File: src/rtl/logring_pkg.sv
package logring_pkg;

  // How the pointer moves after a cycle
  typedef enum logic [1:0] {
    ADV_NONE = 2'd0,
    ADV_STEP = 2'd1,
    ADV_WRAP = 2'd2,
    ADV_HALT = 2'd3
  } adv_e;

  // Decide the pointer move for one completed write
  function automatic adv_e pick_adv(input logic at_end, input logic wrap_en);
    if (!at_end)     return ADV_STEP;
    else if (wrap_en) return ADV_WRAP;
    else             return ADV_HALT;
  endfunction

endpackage

File: src/rtl/logring_port.sv
module logring_port #(
  parameter int AW = 32,
  parameter int DW = 32
) (
  input  logic          rec_valid,
  output logic          rec_ready,
  input  logic [DW-1:0] rec_data,
  output logic          mem_wr_valid,
  input  logic          mem_wr_ready,
  output logic [AW-1:0] mem_wr_addr,
  output logic [DW-1:0] mem_wr_data,
  input  logic          halted,
  input  logic [AW-1:0] ptr,
  output logic          wr_fire,
  output logic          drop_fire
);

  // While frozen, records are swallowed; otherwise ready mirrors memory
  always_comb begin
    mem_wr_valid = rec_valid && !halted;
    mem_wr_addr  = ptr;
    mem_wr_data  = rec_data;
    rec_ready    = halted ? 1'b1 : mem_wr_ready;
    wr_fire      = mem_wr_valid && mem_wr_ready;
    drop_fire    = rec_valid && halted;
  end

endmodule

File: src/rtl/logring_ptr.sv
module logring_ptr
  import logring_pkg::*;
#(
  parameter int AW = 32,
  parameter int DW = 32
) (
  input  logic          clk,
  input  logic          rst_n,
  input  logic [AW-1:0] cfg_base,
  input  logic [AW-1:0] cfg_limit,
  input  logic          cfg_wrap_en,
  input  logic          ptr_reload,
  input  logic          wr_fire,
  input  logic          drop_fire,
  output logic [AW-1:0] ptr,
  output logic          halted,
  output logic          ovf_evt
);

  localparam logic [AW-1:0] STEP = AW'(DW / 8);

  logic  at_end;
  adv_e  adv;
  logic [AW-1:0] ptr_nxt;
  logic          halted_nxt;

  always_comb begin
    at_end = (ptr >= cfg_limit);
    adv    = wr_fire ? pick_adv(at_end, cfg_wrap_en) : ADV_NONE;
    ovf_evt = drop_fire || (wr_fire && at_end);
    ptr_nxt    = ptr;
    halted_nxt = halted;
    case (adv)
      ADV_STEP: ptr_nxt = ptr + STEP;
      ADV_WRAP: ptr_nxt = cfg_base;
      ADV_HALT: halted_nxt = 1'b1;
      default:  ;
    endcase
    // reload has priority over any move from a write
    if (ptr_reload) begin
      ptr_nxt    = cfg_base;
      halted_nxt = 1'b0;
    end
  end

  always_ff @(posedge clk or negedge rst_n) begin
    if (!rst_n) begin
      ptr    <= '0;
      halted <= 1'b0;
    end else begin
      ptr    <= ptr_nxt;
      halted <= halted_nxt;
    end
  end

  // reload lands on the base, even alongside a write
  p_reload_base_r3: assert property (@(posedge clk) disable iff (!rst_n)
    ptr_reload |=> (ptr == $past(cfg_base)) && !halted);

  // ordinary write steps one word
  p_step_word_r4: assert property (@(posedge clk) disable iff (!rst_n)
    (wr_fire && !ptr_reload && (ptr < cfg_limit)) |=> ptr == $past(ptr) + STEP);

  // wrap returns to base
  p_wrap_base_r5: assert property (@(posedge clk) disable iff (!rst_n)
    (wr_fire && !ptr_reload && cfg_wrap_en && (ptr >= cfg_limit)) |=> ptr == $past(cfg_base));

  // frozen pointer stays put until reload
  p_frozen_hold_r6: assert property (@(posedge clk) disable iff (!rst_n)
    (halted && !ptr_reload) |=> halted && $stable(ptr));

endmodule

File: src/rtl/logring_flag.sv
module logring_flag (
  input  logic clk,
  input  logic rst_n,
  input  logic ovf_evt,
  input  logic ovf_clear,
  output logic ovf_flag
);

  always_ff @(posedge clk or negedge rst_n) begin
    if (!rst_n)          ovf_flag <= 1'b0;
    else if (ovf_evt)    ovf_flag <= 1'b1;
    else if (ovf_clear)  ovf_flag <= 1'b0;
  end

  // sticky without a clear
  p_flag_sticky_r7: assert property (@(posedge clk) disable iff (!rst_n)
    (ovf_flag && !ovf_clear) |=> ovf_flag);

  // overflow beats clear
  p_set_wins_r8: assert property (@(posedge clk) disable iff (!rst_n)
    ovf_evt |=> ovf_flag);

endmodule

File: src/rtl/logring_writer.sv
module logring_writer #(
  parameter int AW = 32,
  parameter int DW = 32
) (
  input  logic          clk,
  input  logic          rst_n,
  input  logic          rec_valid,
  output logic          rec_ready,
  input  logic [DW-1:0] rec_data,
  output logic          mem_wr_valid,
  input  logic          mem_wr_ready,
  output logic [AW-1:0] mem_wr_addr,
  output logic [DW-1:0] mem_wr_data,
  input  logic [AW-1:0] cfg_base,
  input  logic [AW-1:0] cfg_limit,
  input  logic          cfg_wrap_en,
  input  logic          ptr_reload,
  input  logic          ovf_clear,
  output logic [AW-1:0] cur_addr,
  output logic          ovf_flag
);

  logic halted, wr_fire, drop_fire, ovf_evt;

  logring_port #(.AW(AW), .DW(DW)) u_port (
    .rec_valid    (rec_valid),
    .rec_ready    (rec_ready),
    .rec_data     (rec_data),
    .mem_wr_valid (mem_wr_valid),
    .mem_wr_ready (mem_wr_ready),
    .mem_wr_addr  (mem_wr_addr),
    .mem_wr_data  (mem_wr_data),
    .halted       (halted),
    .ptr          (cur_addr),
    .wr_fire      (wr_fire),
    .drop_fire    (drop_fire)
  );

  logring_ptr #(.AW(AW), .DW(DW)) u_ptr (
    .clk         (clk),
    .rst_n       (rst_n),
    .cfg_base    (cfg_base),
    .cfg_limit   (cfg_limit),
    .cfg_wrap_en (cfg_wrap_en),
    .ptr_reload  (ptr_reload),
    .wr_fire     (wr_fire),
    .drop_fire   (drop_fire),
    .ptr         (cur_addr),
    .halted      (halted),
    .ovf_evt     (ovf_evt)
  );

  logring_flag u_flag (
    .clk       (clk),
    .rst_n     (rst_n),
    .ovf_evt   (ovf_evt),
    .ovf_clear (ovf_clear),
    .ovf_flag  (ovf_flag)
  );

  // frozen block accepts but never writes
  p_frozen_no_write_r6: assert property (@(posedge clk) disable iff (!rst_n)
    halted |-> (!mem_wr_valid && rec_ready));

  // clean state right after reset release
  p_reset_clean_r1: assert property (@(posedge clk)
    $rose(rst_n) |-> (cur_addr == '0) && !ovf_flag);

endmodule

File: config.mk
export PLATFORM = sky130hd
export DESIGN_NAME = logring_writer
export DESIGN_NICKNAME = d
export VERILOG_FILES = /design/src/rtl/logring_pkg.sv /design/src/rtl/logring_port.sv /design/src/rtl/logring_ptr.sv /design/src/rtl/logring_flag.sv /design/src/rtl/logring_writer.sv
export SDC_FILE = /design/constraint.sdc
export NUM_CORES = 1
export LEC_CHECK = 0
export BUFFER_PORTS_ARGS = -buffer_cell sky130_fd_sc_hd__buf_2
export CAP_MARGIN = 10
export CORE_ASPECT_RATIO = 1.75
export CORE_MARGIN = 4
export CORE_UTILIZATION = 46
export CTS_BUF_LIST = sky130_fd_sc_hd__clkbuf_2 sky130_fd_sc_hd__clkbuf_4 sky130_fd_sc_hd__clkbuf_8
export DETAILED_ROUTE_END_ITERATION = 8
export PLACE_DENSITY = 0.84
export SLEW_MARGIN = 5
export SYNTH_ARGS = -nofsm -noshare
export SYNTH_HDL_FRONTEND = slang
export SYNTH_SLANG_ARGS = --single-unit
File: constraint.sdc
create_clock -name clk -period 2.95 [get_ports clk]
set_input_delay 0.7375 -clock clk [delete_from_list [all_inputs] [get_ports clk]]
set_output_delay 0.7375 -clock clk [all_outputs]
set_load 0.1 [all_outputs]
==> flow_summary_export.csv <==
group,metric,value,unit
cts,root_buffer,"clkbuf_8",
pwr,p_leak,1.98,nW
timing,setup_violations,0,
drt,dr.first_iter.drc_count,145,
run,max_cap_viol_count,0,
cts,cts_buffer_depth,2,
place,portBuffers,137,
worst_setup_path,critPathSlowestCell,"or4_4",
logic_synthesis,syn-num-nets,542,
logic_synthesis,postSynthAreaPerCell,8.38,um^2
global_routing,track_usage,24.3,%
timing,slew_viol_final,0,
worst_setup_path,critPathCaptureType,"register",
timing,post-route-period-util,98.4,%
timing,fmax,345,MHz
timing,relSlewSlack,46.6,%
drt,first_pass_iters,4,
logic_synthesis,synth_ff_type,"dfrtp_1",
timing,hold_viol,0,
final_layout,area_growth,21.1,%
drt,ant_nets,0,
worst_setup_path,crit_required,3140,ps
worst_setup_path,crit_fanout,6,
floorplan,dieArea,0.00889,mm^2
cts,clk_pin_slew,80,ps
logic_synthesis,yosysMostFrequentCell,"buf_4",
pwr,p_sw,1.39,mW
place,place_area,0.00398,mm^2
floorplan,rows,41,
worst_setup_path,cp.arrival,3090,ps
floorplan,dieWidth,73.0,um
logic_synthesis,synthArstFlopShare,100,%
final_layout,nets,644,
cts,cts_max_level,2,
floorplan,start_util,47.1,%
logic_synthesis,synth-edff-count,0,
pwr,pwr-share-clk,15.4,%
cts,clock-sinks,34,
worst_setup_path,crit_buf_inv,3,
logic_synthesis,yosysUniqueCellTypes,42,
timing,worstMarginPinSlew,801,ps
drt,route.detailed.wl_per_inst,17.9,um
timing,clock_skew,11.5,ps
cts,cts_buffers,5,
global_routing,grt_max_degree,35,
global_routing,grt_pass1_vias,3396,
global_routing,gr-total-overflow,0,
timing,min_period,2900,ps
worst_setup_path,rrSetupSlack,110,ps
worst_setup_path,crit_chain,"buf_2 -> inv_1 -> ha_1 -> nand4_1 -> nor2_1 -> a221o_1 -> a211o_1 -> buf_6 -> or4_4 -> xnor2_1 -> mux2_4",
timing,rsz0062_at_grt,"yes",
drt,route.detailed.drc,0,
logic_synthesis,yosysTopAreaCell,"dfrtp_1",
pwr,ir_drop,0.267,mV
pwr,internal_power,1.06,mW
place,routabilityCongestion,0.879,
place,dpl.hpwl,8600,um
pwr,p_sw_share,56.8,%
logic_synthesis,yosys_warnings,0,
global_routing,antenna_found_initial,1,
worst_setup_path,critical_path.max_stage_delay,480,ps
worst_setup_path,worstSetupPathType,"in2reg",
floorplan,core_area,0.00723,mm^2
cts,ctsHoldBuffers,0,
pwr,cellPowerDensity,595,mW/mm^2
floorplan,ios,202,
status,outcome,"finished, final reports clean",
worst_hold_path,hold_class,"in2async",
logic_synthesis,ys_ff_latch,34,
logic_synthesis,synth_area,0.00340,mm^2
cts,clk_latency,300,ps
drt,drt-vias-per-instance,5.59,
worst_setup_path,crit_family,"simple AND/OR/NAND/NOR gates",
drt,drt-total-wl,10700,um
drt,num_vias,3329,
logic_synthesis,synth_top_area_share,25.0,%
logic_synthesis,netlist_instances,406,
pwr,combPwrFrac,60.2,%
worst_setup_path,start_kind,"input port",
timing,fin_hold_ws,513,ps
floorplan,die_h,122,um
logic_synthesis,synth_commonest_cells,"buf_4 (66), a21oi_1 (52), inv_1 (36)",
cts,cts_tree,"yes",
final_layout,final_cell_area,0.00412,mm^2
logic_synthesis,seq_area_frac_synth,25.0,%
pwr,pwr-share-seq,24.3,%
global_routing,grt_pass1_wl,16700,um
logic_synthesis,synth_area_leaders,"dfrtp_1 (25%), buf_4 (15%), ha_1 (12%), a21oi_1 (7.6%), xnor2_1 (6.7%)",
final_layout,drive_gt1_share,47.2,%
layer usage:
layer / global-route usage, % / routed length, um
met2: 45.0 / 5980
met4: 12.9 / 488
met5: 0 / 0
met3: 2.56 / 648
met1: 26.1 / 3570
worst paths after layout:
| kind | cells after the start | to | from |
|---|---|---|---|
| hold reg to reg | 2 | u_flag.ovf_flag$_DFFE_PN0P_ | u_flag.ovf_flag$_DFFE_PN0P_ |
| max in group asynchronous | 1 | u_ptr.ptr[17]$_DFFE_PN0P_ | rst_n |
| setup / recovery | 11 | u_ptr.ptr[8]$_DFFE_PN0P_ | cfg_limit[31] |
| setup reg to reg | 8 | u_ptr.ptr[8]$_DFFE_PN0P_ | u_ptr.ptr[17]$_DFFE_PN0P_ |
| min in group clk | 2 | u_flag.ovf_flag$_DFFE_PN0P_ | u_flag.ovf_flag$_DFFE_PN0P_ |
| hold / removal | 1 | u_ptr.ptr[10]$_DFFE_PN0P_ | rst_n |
through the flow:
step | setup TNS [ps] | setup WS, ps | std cells | util [%] | power [mW]
2_1_floorplan | 0 | 3.05 | 406 | - | 2.00
3_3_place_gp | -3570 | -232 | 586 | 55.0 | 2.04
3_5_place_dp | -4840 | -282 | 586 | 55.0 | 2.06
4_1_cts | 0 | 17.2 | 594 | 56.3 | 2.44
5_1_grt | -107 | -46.7 | 596 | 57.0 | 2.56
6_report | 0 | 47.5 | 596 | 57.0 | 2.45
power groups by stage:
stage	Combinational, mW	Sequential [mW]	Clock, mW
6_report	1.48	0.597	0.379
5_1_grt	1.55	0.606	0.402
4_1_cts	1.46	0.596	0.380
3_5_place_dp	1.46	0.605	0
3_3_place_gp	1.44	0.602	0
2_1_floorplan	0.986	1.01	0
repair_timing:
action	CTS	global route
gates resized for setup	0	10
buffers inserted	0	1
setup endpoints to repair	0	13
cells by family after synthesis:
group / count (synthesis) / share of synthesized area, %
AO/OA/AOI/OAI: 80 / 14.3
XOR/XNOR: 26 / 6.69
adder cells (fa/ha/maj): 33 / 12.1
buffers and inverters: 118 / 21.3
flip-flops: 34 / 25.0
multiplexers: 8 / 3.09
AND/OR/NAND/NOR: 107 / 17.5
placed cells by master (no fill, tap or decap), drive strengths merged, types with 3 or more instances in the layout:
cell type  netlist  routed
or3              3       3
a21oi           52      52
mux2             8       8
a21o             3       3
nand4           11      11
and2             5       5
a311o            3       3
nor3             8       8
nand3           19      19
or4              5       5
dfrtp           34      34
clkbuf           8       6
buf             74     177
nand2           19      19
o21ai            5       5
xnor2           26      26
ha              33      33
inv             36      36
a211oi           3       3
and4             3       3
or2              4       4
and3             4       4
nor2             7       7
nor4            17      17
a21boi           3       3
worst reg2reg max path: cells and delay by family, from the launching register on:
kind,cells,cell delay (ps)
adders and majority gates,1,330
DFF,1,480
and+or+nand+nor,1,480
xor gates and xnor gates,1,140
muxes,1,250
AOI/OAI and AO/OA,3,880
buffers and inverters,1,160
flip-flops by register name, summed over array words and instances, names as in the netlist:
name,count
u_ptr.halted,1
u_ptr.ptr,32
u_flag.ovf_flag,1
cell type report:
class                      count  area [um^2]
inverter                      36          135
clock buffer                   6         82.6
antenna                        1         2.50
multi-input combinational    254         1890
sequential                    34          890
clock inverter                 2         12.5
timing repair buffer         177         1010
tap                           86          108
fill                         672         3110
No activity file was read; power rests on OpenSTA's default activity.
